<file path="src/rtl/evt_pkg.sv">
package evt_pkg;
  localparam int FRAME_LEN      = 10;
  localparam int ONE_WIRE_UNITS = 3;
  localparam int TWO_WIRE_UNITS = 2;

  typedef logic [FRAME_LEN-1:0] frame_t;

  typedef enum logic {ST_IDLE, ST_SEND} ser_state_e;

  typedef struct packed {
    logic [3:0] func;
    logic       low_batt;
    logic       rpt;
    logic [1:0] slot;
    logic       learn_ok;
    logic       overwrite;
  } evt_payload_t;
endpackage

</file>
<file path="src/rtl/evt_tick_gen.sv">
module evt_tick_gen #(
  parameter int UNIT_CYCLES = 1600
) (
  input  logic clk,
  input  logic rst_n,
  input  logic run,
  output logic tick
);
  localparam int CW = (UNIT_CYCLES > 1) ? $clog2(UNIT_CYCLES) : 1;
  localparam logic [CW-1:0] LAST = CW'(UNIT_CYCLES - 1);

  logic [CW-1:0] cnt_q, cnt_d;

  always_comb begin
    if (!run)               cnt_d = '0;
    else if (cnt_q == LAST) cnt_d = '0;
    else                    cnt_d = cnt_q + 1'b1;
  end

  assign tick = run && (cnt_q == LAST);

  always_ff @(posedge clk or negedge rst_n) begin
    if (!rst_n) cnt_q <= '0;
    else        cnt_q <= cnt_d;
  end
endmodule

</file>
<file path="src/rtl/evt_frame_build.sv">
module evt_frame_build
  import evt_pkg::*;
(
  input  logic         status_sel,
  input  evt_payload_t pay,
  output frame_t       frame
);
  logic [3:0] mid_bits;
  logic [1:0] flag_bits;

  always_comb begin
    if (status_sel) begin
      mid_bits  = 4'b0000;
      flag_bits = {pay.learn_ok, pay.overwrite};
    end else begin
      mid_bits  = pay.func;
      flag_bits = {pay.low_batt, pay.rpt};
    end
  end

  // send order: start, four middle bits, two flags, slot, stop
  assign frame = {1'b1, mid_bits, flag_bits, pay.slot, 1'b0};
endmodule

</file>
<file path="src/rtl/evt_serializer.sv">
module evt_serializer
  import evt_pkg::*;
(
  input  logic   clk,
  input  logic   rst_n,
  input  logic   req,
  input  logic   two_wire,
  input  frame_t frame_in,
  input  logic   tick,
  output logic   busy,
  output logic   data_o,
  output logic   clk_o
);
  localparam int BW = $clog2(FRAME_LEN);
  localparam logic [BW-1:0] LAST_BIT = BW'(FRAME_LEN - 1);
  localparam logic [1:0] ONE_LAST = 2'(ONE_WIRE_UNITS - 1);
  localparam logic [1:0] TWO_LAST = 2'(TWO_WIRE_UNITS - 1);

  ser_state_e    state_q, state_d;
  frame_t        sr_q, sr_d;
  logic [BW-1:0] bit_q, bit_d;
  logic [1:0]    unit_q, unit_d;
  logic          two_q, two_d;
  logic [1:0]    last_unit;
  logic          cur;

  assign last_unit = two_q ? TWO_LAST : ONE_LAST;
  assign cur       = sr_q[FRAME_LEN-1];

  always_comb begin
    state_d = state_q;
    sr_d    = sr_q;
    bit_d   = bit_q;
    unit_d  = unit_q;
    two_d   = two_q;
    case (state_q)
      ST_IDLE: begin
        if (req) begin
          state_d = ST_SEND;
          sr_d    = frame_in;
          bit_d   = '0;
          unit_d  = '0;
          two_d   = two_wire;
        end
      end
      ST_SEND: begin
        if (tick) begin
          if (unit_q == last_unit) begin
            unit_d = '0;
            if (bit_q == LAST_BIT) begin
              state_d = ST_IDLE;
              sr_d    = '0;
              bit_d   = '0;
            end else begin
              bit_d = bit_q + 1'b1;
              sr_d  = {sr_q[FRAME_LEN-2:0], 1'b0};
            end
          end else begin
            unit_d = unit_q + 1'b1;
          end
        end
      end
      default: state_d = ST_IDLE;
    endcase
  end

  always_ff @(posedge clk or negedge rst_n) begin
    if (!rst_n) begin
      state_q <= ST_IDLE;
      sr_q    <= '0;
      bit_q   <= '0;
      unit_q  <= '0;
      two_q   <= 1'b0;
    end else begin
      state_q <= state_d;
      sr_q    <= sr_d;
      bit_q   <= bit_d;
      unit_q  <= unit_d;
      two_q   <= two_d;
    end
  end

  assign busy = (state_q == ST_SEND);

  always_comb begin
    data_o = 1'b0;
    clk_o  = 1'b0;
    if (busy) begin
      if (two_q) begin
        data_o = cur;
        clk_o  = (unit_q == 2'd0);
      end else begin
        data_o = (unit_q == 2'd0) || ((unit_q == 2'd1) && !cur);
      end
    end
  end
endmodule

</file>
<file path="src/rtl/evt_serial_tx.sv">
module evt_serial_tx
  import evt_pkg::*;
#(
  parameter int UNIT_CYCLES = 1600
) (
  input  logic       clk,
  input  logic       rst_n,
  input  logic       req,
  input  logic       status_sel,
  input  logic       two_wire,
  input  logic [3:0] func,
  input  logic       low_batt,
  input  logic       rpt,
  input  logic [1:0] slot,
  input  logic       learn_ok,
  input  logic       overwrite,
  output logic       data_o,
  output logic       clk_o,
  output logic       busy
);
  evt_payload_t pay;
  frame_t       frame;
  logic         tick;

  assign pay = '{func: func, low_batt: low_batt, rpt: rpt, slot: slot,
                 learn_ok: learn_ok, overwrite: overwrite};

  evt_frame_build u_build (
    .status_sel (status_sel),
    .pay        (pay),
    .frame      (frame)
  );

  evt_tick_gen #(.UNIT_CYCLES(UNIT_CYCLES)) u_tick (
    .clk   (clk),
    .rst_n (rst_n),
    .run   (busy),
    .tick  (tick)
  );

  evt_serializer u_ser (
    .clk      (clk),
    .rst_n    (rst_n),
    .req      (req),
    .two_wire (two_wire),
    .frame_in (frame),
    .tick     (tick),
    .busy     (busy),
    .data_o   (data_o),
    .clk_o    (clk_o)
  );
endmodule

</file>
<file path="config.mk">
export PLATFORM = sky130hd
export DESIGN_NAME = evt_serial_tx
export DESIGN_NICKNAME = d
export VERILOG_FILES = /design/src/rtl/evt_pkg.sv /design/src/rtl/evt_tick_gen.sv /design/src/rtl/evt_frame_build.sv /design/src/rtl/evt_serializer.sv /design/src/rtl/evt_serial_tx.sv
export SDC_FILE = /design/constraint.sdc
export NUM_CORES = 1
export LEC_CHECK = 0
export BUFFER_PORTS_ARGS = -buffer_cell sky130_fd_sc_hd__buf_4
export CAP_MARGIN = 5
export CORE_UTILIZATION = 50
export DETAILED_ROUTE_END_ITERATION = 10
export GPL_ROUTABILITY_DRIVEN = 0
export MAX_ROUTING_LAYER = met4
export PLACE_DENSITY = 0.7
export SKIP_CTS_REPAIR_TIMING = 1
export SYNTH_ARGS = -nofsm -noshare
export SYNTH_HDL_FRONTEND = slang
export SYNTH_HIERARCHICAL = 1
export SYNTH_SLANG_ARGS = --single-unit
</file>
<file path="constraint.sdc">
create_clock -name clk -period 3.72 [get_ports clk]
set_input_delay 0.744 -clock clk [delete_from_list [all_inputs] [get_ports clk]]
set_output_delay 0.744 -clock clk [all_outputs]
set_load 0.05 [all_outputs]
</file>
==> flow_summary.json <==
{
  "outcome": "finished, final reports clean",
  "synth_area_per_cell_um2": 9.51,
  "rsz0062_at_grt": "no",
  "ys_top_cells_by_count": "29 x dfrtp_1, 21 x a21oi_1, 16 x nand3_1, 10 x inv_1",
  "synthArstFlopShare_pct": 100,
  "worst_slack_ps": 1160,
  "cts-root-buf": "clkbuf_4",
  "syn_to_final_growth_pct": 10.6,
  "ir_drop_mv": 0.234,
  "final_area_um2": 1840,
  "overflow": 0,
  "routed_wl_um": 3110,
  "initial_core_util_pct": 53.6,
  "hpwl_um": 2210,
  "slew-limit-headroom_pct": 54.5,
  "hold_path.class": "input pin to async pin",
  "antenna_found_initial": 0,
  "cts_tree": "done",
  "netlist_instances": 175,
  "ys_types": 42,
  "post-route-util_pct": 59.3,
  "synth-edff-count": 0,
  "nFillCells": 278,
  "finalSetupViolations": 0,
  "dpl.cell_count": 227,
  "first_pass_iters": 4,
  "vias_per_cell": 5.54,
  "power_uw": 782,
  "worst-slew-pin-transition_ps": 683,
  "grt_pass1_vias": 1182,
  "setup.worst_path.start": "u_tick/cnt_q[7]$_DFF_PN0_",
  "synth_area_leaders": "dfrtp_1 44%, a21oi_1 6.3%, nand3_1 4.8%",
  "core_um2": 3100,
  "pin_count": 18,
  "remaining_drc_errors": 0,
  "cts_max_path_buffers": 2,
  "grt_pass1_wl_um": 5350,
  "r2r_setup_slack_ps": 1160,
  "power.density_nw_per_um2": 425,
  "fmax_ghz": 0.390,
  "final_nets": 210,
  "antenna_left": 0,
  "yosysTopAreaCell": "dfrtp_1",
  "max_cap_violations": 0,
  "diodes": 0,
  "r2r_start": "u_tick/cnt_q[7]$_DFF_PN0_",
  "insertion_delay_ps": 320,
  "die_x_um": 59.7,
  "reg2reg_to": "u_ser/bit_q[3]$_DFFE_PN0P_",
  "fin_worst_skew_ps": 7.57,
  "cts.sinks": 29,
  "yosysTopAreaCellShare_pct": 43.6,
  "reg2reg_depth": 6,
  "synth.cell_area_um2": 1660,
  "drtIter0Drc": 47,
  "setup_tns_ps": 0,
  "yosys_warnings": 6,
  "drive_above_1_share_pct": 23.0,
  "gr-usage-all-layers_pct": 21.2,
  "place_area_um2": 1790,
  "cp.required_ps": 3930,
  "synth_ff_type": "dfrtp_1",
  "via_count": 1303,
  "finalMaxSlewViolations": 0,
  "layoutNonFillerInstCount": 235,
  "pre_cts_slack_ps": 1170,
  "worst-path-max-fanout": 13,
  "die-area_um2": 3560,
  "rows": 20,
  "worst_setup_path_end_kind": "flip-flop",
  "routedWlPerCell_um": 13.2,
  "timing.final.crit_share_pct": 68.9,
  "h-tree-depth": 2,
  "ys_seq_area_share_pct": 43.6,
  "hold_ws_ps": 339,
  "die-height_um": 59.7,
  "cts.reportedPaths.clkPinSlew_ps": 90,
  "finalCriticalPeriod_ps": 2560,
  "yosysMostFrequentCell": "dfrtp_1",
  "crit_end": "u_ser/bit_q[3]$_DFFE_PN0P_",
  "worstSetupStartpointType": "flip-flop",
  "ys_seq_elements": 29,
  "hold_viol": 0,
  "syn-num-nets": 195,
  "path_class": "flip-flop to flip-flop",
  "grt_start_max_net_pins": 30,
  "io_buffers": 17,
  "crit_arrival_ps": 2780,
  "cts_made_buffers": 5,
  "leakage_nw": 0.798
}
[layout by cell type, fill, tap and decap left out, drive strengths merged]
cell type | synthesis | layout
o22ai | 2 | 2
mux2 | 3 | 3
xor2 | 3 | 3
nand3b | 2 | 2
nand2b | 2 | 2
nor2b | 9 | 9
nand3 | 16 | 16
nor4 | 1 | 1
conb | 2 | 2
a32o | 1 | 1
or4 | 2 | 2
o22a | 1 | 1
nor2 | 8 | 8
and3 | 1 | 1
nor3 | 1 | 1
a21o | 2 | 2
ha | 5 | 5
inv | 10 | 10
nand2 | 7 | 7
clkbuf | 3 | 8
o21ai | 15 | 15
xnor2 | 1 | 1
o2111ai | 1 | 1
buf | 7 | 18
nand4 | 1 | 1
o211a | 1 | 1
a21oi | 21 | 21
and4 | 1 | 1
o31ai | 4 | 4
and2 | 2 | 2
or3 | 2 | 2
o2bb2ai | 1 | 1
or4b | 1 | 1
dfrtp | 29 | 29
and2b | 4 | 4
a211o | 1 | 1
a31o | 1 | 1
or3b | 1 | 1
[state kept, by name (all words and copies together), names as in the netlist]
signal / flops
u_tick/cnt_q: 11
u_ser/busy: 1
u_ser/unit_q: 2
u_ser/sr_q: 10
u_ser/bit_q: 4
u_ser/two_q: 1
[worst min path at each step]
stage                                 end  depth (start not counted)
2_1_floorplan  u_ser/bit_q[0]$_DFFE_PN0P_                          0
3_3_place_gp    u_tick/cnt_q[0]$_DFF_PN0_                          1
3_5_place_dp    u_tick/cnt_q[0]$_DFF_PN0_                          1
4_1_cts         u_ser/sr_q[8]$_DFFE_PN0P_                          1
5_1_grt         u_tick/cnt_q[8]$_DFF_PN0_                          1
6_report        u_tick/cnt_q[8]$_DFF_PN0_                          1
[logic make-up (layout without fill, tap and decap cells)]
family | Yosys count | count (layout) | share of synthesized area (%)
flip-flops | 29 | 29 | 43.6
buffers and inverters | 20 | 36 | 6.02
AND/OR/NAND/NOR | 61 | 61 | 21.6
other | 2 | 2 | 0.451
adder cells (fa/ha/maj) | 5 | 5 | 3.76
AO/OA/AOI/OAI | 51 | 51 | 20.5
multiplexers | 3 | 3 | 2.03
XOR/XNOR | 4 | 4 | 2.11
[report_power, final]
group          leakage (nW)  internal (mW)  total, mW  switching, mW
combinational         0.404         0.0800      0.177         0.0973
clock                0.0265         0.0752      0.177          0.101
sequential            0.367          0.370      0.428         0.0577
total                 0.798          0.526      0.782          0.256
[worst max-delay path: stages (launching register included)]
cell       delay [ps]
dfrtp_1           430
or4b_4            560
nor4_1            380
nand2_1           200
a21o_1            320
and2_1            380
o2bb2ai_1         200
[per-layer routing]
| metal | global-route usage [%] | up-vias | share of wire, % |
|---|---|---|---|
| li1 | - | 642 | - |
| met1 | 27.0 | 620 | 48 |
| met2 | 31.6 | 37 | 46 |
| met3 | 5.84 | 4 | 4.2 |
| met4 | 8.97 | 0 | 1.6 |
| met5 | - | - | 0 |
[cell type report]
cell class                 count  area [um^2]  area share (%)
multi-input combinational    126          838            45.5
sequential                    29          726            39.4
timing repair buffer          18          135            7.34
tap                           44         55.1            2.99
clock buffer                   8         48.8            2.65
inverter                      10         37.5            2.04
(Power assumes the default switching activity.)
